### src/rtl/sba_pkg.sv
package sba_pkg;

  localparam int BYTE_W = 8;
  localparam int LANES  = 2;
  localparam int BUS_W  = BYTE_W * LANES;

  typedef enum logic [1:0] {
    ST_IDLE   = 2'd0,
    ST_FIRST  = 2'd1,
    ST_SECOND = 2'd2,
    ST_DONE   = 2'd3
  } sba_state_e;

  localparam logic [LANES-1:0] SECOND_BE = 2'b01;

  // A word whose low byte sits in the high bank straddles two memory words.
  function automatic logic needs_split(input logic word, input logic odd);
    return word & odd;
  endfunction

  function automatic logic [LANES-1:0] first_be(input logic word, input logic odd);
    if (odd)       return 2'b10;
    else if (word) return 2'b11;
    else           return 2'b01;
  endfunction

  // Byte driven on a lane during the first bank cycle.
  function automatic logic [BYTE_W-1:0] first_lane_src(input int lane, input logic odd,
                                                       input logic [BUS_W-1:0] wd);
    if (lane == 0) return wd[BYTE_W-1:0];
    return odd ? wd[BYTE_W-1:0] : wd[BUS_W-1:BYTE_W];
  endfunction

  // Byte driven on a lane during the second bank cycle (low lane only).
  function automatic logic [BYTE_W-1:0] second_lane_src(input int lane,
                                                        input logic [BUS_W-1:0] wd);
    if (lane == 0) return wd[BUS_W-1:BYTE_W];
    return '0;
  endfunction

  // Right-aligned result after the first bank cycle of a read.
  function automatic logic [BUS_W-1:0] first_capture(input logic word, input logic odd,
                                                     input logic [BUS_W-1:0] rd);
    if (odd)       return {{BYTE_W{1'b0}}, rd[BUS_W-1:BYTE_W]};
    else if (word) return rd;
    else           return {{BYTE_W{1'b0}}, rd[BYTE_W-1:0]};
  endfunction

endpackage

### src/rtl/sba_sequencer.sv
module sba_sequencer
  import sba_pkg::*;
#(
  parameter int ADDR_W = 16
) (
  input  logic              clk,
  input  logic              rst_n,
  input  logic              req_valid,
  input  logic              req_write,
  input  logic              req_word,
  input  logic [ADDR_W-1:0] req_addr,
  input  logic [BUS_W-1:0]  req_wdata,
  output logic              req_ready,
  output logic              accept,
  output logic              bank_first,
  output logic              bank_second,
  output logic              done,
  output logic              busy,
  output logic              op_write,
  output logic              op_word,
  output logic [ADDR_W-1:0] op_addr,
  output logic [BUS_W-1:0]  op_wdata
);

  sba_state_e state_q, state_d;
  logic       split;

  assign split = needs_split(op_word, op_addr[0]);

  always_comb begin
    state_d = state_q;
    unique case (state_q)
      ST_IDLE:   if (accept) state_d = ST_FIRST;
      ST_FIRST:  state_d = split ? ST_SECOND : ST_DONE;
      ST_SECOND: state_d = ST_DONE;
      ST_DONE:   state_d = ST_IDLE;
      default:   state_d = ST_IDLE;
    endcase
  end

  always_ff @(posedge clk) begin
    if (!rst_n) begin
      state_q  <= ST_IDLE;
      op_write <= 1'b0;
      op_word  <= 1'b0;
      op_addr  <= '0;
      op_wdata <= '0;
    end else begin
      state_q <= state_d;
      if (accept) begin
        op_write <= req_write;
        op_word  <= req_word;
        op_addr  <= req_addr;
        op_wdata <= req_wdata;
      end
    end
  end

  assign busy        = (state_q != ST_IDLE);
  assign req_ready   = ~busy;
  assign accept      = req_valid & req_ready;
  assign bank_first  = (state_q == ST_FIRST);
  assign bank_second = (state_q == ST_SECOND);
  assign done        = (state_q == ST_DONE);

endmodule

### src/rtl/sba_lane_steer.sv
module sba_lane_steer
  import sba_pkg::*;
#(
  parameter int ADDR_W = 16
) (
  input  logic              clk,
  input  logic              rst_n,
  input  logic              accept,
  input  logic              bank_first,
  input  logic              bank_second,
  input  logic              op_write,
  input  logic              op_word,
  input  logic [ADDR_W-1:0] op_addr,
  input  logic [BUS_W-1:0]  op_wdata,
  input  logic [BUS_W-1:0]  mem_rdata,
  output logic              mem_en,
  output logic              mem_we,
  output logic [ADDR_W-2:0] mem_waddr,
  output logic [LANES-1:0]  mem_be,
  output logic [BUS_W-1:0]  mem_wdata,
  output logic [BUS_W-1:0]  rdata
);

  localparam int WA_W = ADDR_W - 1;

  logic              odd;
  logic [WA_W-1:0]   base_wa;
  logic [BUS_W-1:0]  result_q;

  assign odd     = op_addr[0];
  assign base_wa = op_addr[ADDR_W-1:1];

  assign mem_en    = bank_first | bank_second;
  assign mem_we    = mem_en & op_write;
  assign mem_waddr = bank_second ? WA_W'(base_wa + 1'b1) : base_wa;

  always_comb begin
    if (bank_first)       mem_be = first_be(op_word, odd);
    else if (bank_second) mem_be = SECOND_BE;
    else                  mem_be = '0;
  end

  for (genvar l = 0; l < LANES; l++) begin : g_lane
    always_comb begin
      if (bank_first)
        mem_wdata[l*BYTE_W +: BYTE_W] = first_lane_src(l, odd, op_wdata);
      else if (bank_second)
        mem_wdata[l*BYTE_W +: BYTE_W] = second_lane_src(l, op_wdata);
      else
        mem_wdata[l*BYTE_W +: BYTE_W] = '0;
    end
  end

  always_ff @(posedge clk) begin
    if (!rst_n) begin
      result_q <= '0;
    end else if (accept) begin
      result_q <= '0;
    end else if (bank_first && !op_write) begin
      result_q <= first_capture(op_word, odd, mem_rdata);
    end else if (bank_second && !op_write) begin
      result_q[BUS_W-1:BYTE_W] <= mem_rdata[BYTE_W-1:0];
    end
  end

  assign rdata = result_q;

endmodule

### src/rtl/split_bank_aligner.sv
module split_bank_aligner
  import sba_pkg::*;
#(
  parameter int ADDR_W = 16
) (
  input  logic              clk,
  input  logic              rst_n,
  input  logic              req_valid,
  output logic              req_ready,
  input  logic              req_write,
  input  logic              req_word,
  input  logic [ADDR_W-1:0] req_addr,
  input  logic [15:0]       req_wdata,
  output logic              done,
  output logic              busy,
  output logic [15:0]       rdata,
  output logic              mem_en,
  output logic              mem_we,
  output logic [ADDR_W-2:0] mem_waddr,
  output logic [1:0]        mem_be,
  output logic [15:0]       mem_wdata,
  input  logic [15:0]       mem_rdata
);

  // Internal events brought out by name for the bound checker.
  logic              accept;
  logic              bank_first;
  logic              bank_second;
  logic              op_write;
  logic              op_word;
  logic [ADDR_W-1:0] op_addr;
  logic [BUS_W-1:0]  op_wdata;

  sba_sequencer #(.ADDR_W(ADDR_W)) seq_i (
    .clk         (clk),
    .rst_n       (rst_n),
    .req_valid   (req_valid),
    .req_write   (req_write),
    .req_word    (req_word),
    .req_addr    (req_addr),
    .req_wdata   (req_wdata),
    .req_ready   (req_ready),
    .accept      (accept),
    .bank_first  (bank_first),
    .bank_second (bank_second),
    .done        (done),
    .busy        (busy),
    .op_write    (op_write),
    .op_word     (op_word),
    .op_addr     (op_addr),
    .op_wdata    (op_wdata)
  );

  sba_lane_steer #(.ADDR_W(ADDR_W)) steer_i (
    .clk         (clk),
    .rst_n       (rst_n),
    .accept      (accept),
    .bank_first  (bank_first),
    .bank_second (bank_second),
    .op_write    (op_write),
    .op_word     (op_word),
    .op_addr     (op_addr),
    .op_wdata    (op_wdata),
    .mem_rdata   (mem_rdata),
    .mem_en      (mem_en),
    .mem_we      (mem_we),
    .mem_waddr   (mem_waddr),
    .mem_be      (mem_be),
    .mem_wdata   (mem_wdata),
    .rdata       (rdata)
  );

endmodule

### config.mk
export PLATFORM = sky130hd
export DESIGN_NAME = split_bank_aligner
export DESIGN_NICKNAME = d
export VERILOG_FILES = /design/src/rtl/sba_pkg.sv /design/src/rtl/sba_sequencer.sv /design/src/rtl/sba_lane_steer.sv /design/src/rtl/split_bank_aligner.sv
export SDC_FILE = /design/constraint.sdc
export NUM_CORES = 1
export LEC_CHECK = 0
export CORE_MARGIN = 5
export CORE_UTILIZATION = 57
export CTS_CLUSTER_SIZE = 10
export DETAILED_ROUTE_END_ITERATION = 10
export DONT_BUFFER_PORTS = 1
export PLACE_DENSITY = 0.72
export SLEW_MARGIN = 30
export SYNTH_ARGS = -nofsm -noshare
export SYNTH_HDL_FRONTEND = slang
export SYNTH_SLANG_ARGS = --single-unit
### constraint.sdc
create_clock -name clk -period 2.1 [get_ports clk]
set_input_delay 0.21 -clock clk [delete_from_list [all_inputs] [get_ports clk]]
set_output_delay 0.21 -clock clk [all_outputs]
set_load 0.02 [all_outputs]
* Yosys cells after proc, flatten, opt, wreduce, memory -nomap -nowiden
Index checks and enable logic that the tools add are counted.
** Word-level totals
- Input port bits :: 53
- Output and inout port bits :: 54
- Flip-flop bits (word level) :: 52
** Operators by class
- Bitwise operators :: 6
- Eq/ne operators :: 4
- Multiplexer cells :: 21
- Reductions and logical operators :: 7
- Add/subtract/negate cells :: 1
** Operator list (number)
- 8-bit 2-to-1 mux :: 8
- 16-bit 2-to-1 mux :: 2
- 15-bit by 1-bit adder with 15-bit output (second input constant) :: 1
- 15-bit 2-to-1 mux :: 1
- 2-bit 2-to-1 mux :: 4
- 2-bit case mux with 4 select lines :: 1
- 1-bit 2-to-1 mux :: 5
- 2-bit equality test (second input constant) :: 2
- 2-bit nonzero test :: 2
- 1-bit AND :: 3
- 2-bit by 1-bit equality test with 1-bit output (second input constant) :: 1
- 1-bit logical AND :: 2
- 2-bit zero test :: 1
- 2-bit != test (second input constant) :: 1
- 1-bit inverter :: 2
- 2-bit OR reduction :: 1
- 1-bit zero test :: 1
- 1-bit bitwise OR :: 1

* Longest topological paths before layout
- Depth in word-level cells :: 6
- Depth in mapped cells :: 7
- Depth with buffers taken out :: 5

* By module
From an unflattened synthesis, not the netlist that was laid out.
** Unflattened totals
- Cell total of the unflattened synthesis :: 333
- Area, all modules :: 2805.2 um^2
** By module, submodules not included
- sba_sequencer :: seq. area each 720.7 um^2, instances 1, area each 1421.4 um^2, cells each 164
- sba_lane_steer :: seq. area each 320.3 um^2, instances 1, area each 1383.8 um^2, cells each 169

* Worst setup path before layout
OpenSTA, ideal clock, no wires.
- Path type :: register to output
- Start point :: reg seq_i.state_q[0]
- End point :: out mem_waddr[14]
- Path buffers :: 1
- Slack :: 0.273 ns
- Stages on the path, launching flop included :: 7
- Required time :: 1.890 ns
- Arrival :: 1.617 ns
- Path through :: dfxtp_1 > inv_1 > ha_1 > buf_6 > nand4_4 > nor4_2 > xor2_1
** Between the ends
- Word-level cells in the longest chain between the ends :: 2
** Ends and longest elaborated chain
- start, declared :: line sba_sequencer.sv:25 : sba_state_e state_q, state_d;
- start signal, assigned :: line sba_sequencer.sv:49 : state_q <= state_d;
- 2-bit equality test :: line sba_sequencer.sv:63 : assign bank_second = (state_q == ST_SECOND);
- 15-bit 2-to-1 mux :: line sba_lane_steer.sv:35 : assign mem_waddr = bank_second ? WA_W'(base_wa + 1'b1) : base_wa;
- end, declared :: line split_bank_aligner.sv:19 : output logic [ADDR_W-2:0] mem_waddr,
Every way passes these cells.

* Final worst setup path
- Start point :: reg seq_i.state_q[0]
- End point :: out mem_waddr[13]
The elaborated chain is that of the path after synthesis.

==> impl_metrics.toml <==
[finish]
final_cell_mix = "nand2_1, dfxtp_1, buf_4, a21boi_0, nor2_1"
diodes = 0
fillers = 413
final_cells = 434
drive_above_1_share_pct = 17.71
nNetsFinal = 425
layout_commonest_cell = "nand2_1"
syn_to_final_growth_pct = 16.62

[power_and_ir_drop]
peakVddDrop_mv = 0.4427
p_leak_nw = 1.285
cellPowerDensity_mw_per_mm2 = 1172

[clock_tree]
cts_inserted_buffers = 5
cts.sinks = 52
insertion_delay_ns = 0.30
htreeDepth = 2
postCtsSetupRepairBufs = 0
cts_tree = "yes"
cts_resized = 3
root_buffer = "clkbuf_8"
cts_hold_buffers = 0
clk_pin_slew_ns = 0.09
clk_path_buf_depth = 2

[global_route]
first_global_vias = 2315
grt_pass1_wl_um = 10850
antenna_found_initial = 0
grt_max_degree = 38
grt-ovfl-total = 0
grt_usage_pct = 21.22

[synthesis]
seq_area_frac_synth_pct = 37.78
ys_types = 33
netlist_instances = 341
yosysWarnings = 0
synth_fp_nets = 400
syn_area_mm2 = 0.002755
synth-seq-cells = 52
postSynthAreaPerCell_um2 = 8.080

[sta]
final_max_slew_viol_count = 0
relSlewSlack_pct = 63.67
setup_ws_ns = 0.05010
fmax_mhz = 487.8
setup_viol = 0
fin_crit_sh_pct = 97.61
period_minus_slack_ns = 2.050
tightest_slew_ns = 0.5436
finClkSkew_ns = 0.008964
hold_viol = 0

[place]
post-place-cells = 426
portBuffers = 0
dp_slack_ns = 0.2527
place_congestion = 0.8319
place_hpwl_um = 4931

[worst_setup_path]
cpLargestDelayFamily = "simple AND/OR/NAND/NOR gates"
crit_type = "flip-flop to primary output"
reg2reg_setup_slack_ns = 0.36
reg2reg_to = "steer_i.rdata[6]"
max_stage_delay_ns = 0.37
startpoint = "seq_i.state_q[0]"
endpoint_kind = "primary output"
reg2reg_from = "seq_i.state_q[0]"
rr_worst_depth = 5
slowest_stage = "dfxtp_1"
cp_data_arrival_time_ns = 1.84
path_buf_inv = 2
cp-endpoint = "mem_waddr[13]"
crit_path_max_fanout = 6
cp.depth = 6
startpoint_type = "flip-flop"
worst_ep_required_time_ns = 1.89
crit_path_cell_trace = "inv_2 > ha_4 > nand4_4 > nor4_2 > xor2_1 > buf_4"

[status]
outcome = "complete, no violations"

[die]
die_area_mm2 = 0.006324
rows = 25
die-height_um = 79.53
num_io_pins = 107
core-area_mm2 = 0.004723
die_w_um = 79.53
start_util_pct = 58.33

[detailed_routing]
wl_per_cell_um = 15.63
routed_wl_um = 6785
dr_total_vias = 2369
drc = 0
routed_via_density = 5.459
drt.antenna.violating_nets = 0
first_iter_violations = 155
drt_pre_antenna_iters = 4

[job]
drv_cap = 0

[worst_hold_path]
hold_path_class = "input port to flip-flop"
==> cell families after synthesis <==
| logic type | Yosys count | share of synthesized area, % |
|---|---|---|
| DFF | 52 | 37.78 |
| muxes | 18 | 6.585 |
| xor gates and xnor gates | 14 | 4.450 |
| adders and majority gates | 6 | 2.725 |
| AOI/OAI and AO/OA | 63 | 16.85 |
| and+or+nand+nor | 159 | 26.98 |
| buffers and inverters | 29 | 4.632 |
==> state kept, by name, summed over array words and instances (netlist names) <==
signal / count
seq_i.op_addr: 16
seq_i.op_wdata: 16
seq_i.op_word: 1
seq_i.op_write: 1
seq_i.state_q: 2
steer_i.rdata: 16
==> stage by stage <==
stage / hold slack, ns / cell area [um^2] / power [mW] / utilization (%) / setup TNS, ns
global placement: 0.3436 / 3062 / 3.059 / 64.82 / 0
CTS: 0.03600 / 3191 / 3.786 / 67.55 / 0
detailed placement: 0.3492 / 3062 / 3.104 / 64.82 / 0
finish: 0.04433 / 3213 / 3.766 / 68.03 / 0
global route: 0.02573 / 3213 / 4.034 / 68.03 / -0.02666
floorplan: 0.3549 / 2755 / 2.642 / - / 0
==> power breakdown <==
| part | total, mW | internal (mW) | switching [mW] |
|---|---|---|---|
| Sequential | 1.53 | 1.21 | 0.321 |
| Clock | 0.670 | 0.354 | 0.316 |
| Combinational | 1.57 | 0.613 | 0.953 |
| Total | 3.77 | 2.18 | 1.59 |
==> how the worst min path moves through the flow <==
stage | startpoint | end | cells past startpoint
after global routing | req_wdata[12] | seq_i.op_wdata[12] | 2
after global placement | rst_n | seq_i.state_q[1] | 1
after CTS | req_wdata[6] | seq_i.op_wdata[6] | 2
after floorplan | req_addr[0] | seq_i.op_addr[0] | 2
after detailed placement | rst_n | seq_i.state_q[1] | 1
final | req_wdata[6] | seq_i.op_wdata[6] | 2
==> cell type report <==
type,count,area (um^2),area share (%)
multi-input combinational,260,1629,50.70
sequential,52,1042,32.44
timing repair buffer,43,335.3,10.44
tap,67,83.83,2.609
clock buffer,6,72.57,2.259
clock inverter,2,35.03,1.090
inverter,4,15.01,0.4673
==> per-layer routing <==
| layer | up-vias | track usage [%] | share of wire [%] |
|---|---|---|---|
| met5 | - | 0 | 0 |
| met4 | 0 | 4.296 | 0.72 |
| met3 | 5 | 7.223 | 8.8 |
| met2 | 72 | 34.06 | 48 |
| met1 | 1095 | 27.68 | 43 |
| li1 | 1197 | - | - |
==> synthesized netlist by cell type <==
library cell / number / area [um^2]
xor2_1: 10 / 87.58
nand4_1: 3 / 18.77
mux2i_1: 17 / 170.2
nor3_1: 10 / 50.05
o21ba_2: 1 / 10.01
buf_1: 2 / 7.510
xnor2_1: 4 / 35.03
buf_2: 9 / 45.04
ha_1: 6 / 75.07
nand3b_1: 1 / 7.510
inv_1: 4 / 15.01
and3_2: 1 / 7.510
dfxtp_1: 52 / 1041
o21ai_0: 9 / 45.04
and4bb_1: 1 / 12.51
nor4_1: 2 / 12.51
nor4_2: 2 / 25.02
mux2_2: 1 / 11.26
nand2_1: 94 / 352.8
nor2_1: 29 / 108.9
a21oi_1: 1 / 5.000
or2b_1: 2 / 15.01
o21a_1: 1 / 7.510
and2_1: 2 / 12.51
nor2b_1: 2 / 12.51
nand4_4: 3 / 63.81
a21boi_0: 34 / 255.2
o221a_2: 1 / 11.26
clkbuf_1: 13 / 48.80
a221oi_1: 8 / 70.07
a211oi_1: 8 / 60.06
buf_6: 1 / 11.26
nand2b_1: 7 / 43.79
(Power assumes the default switching activity.)
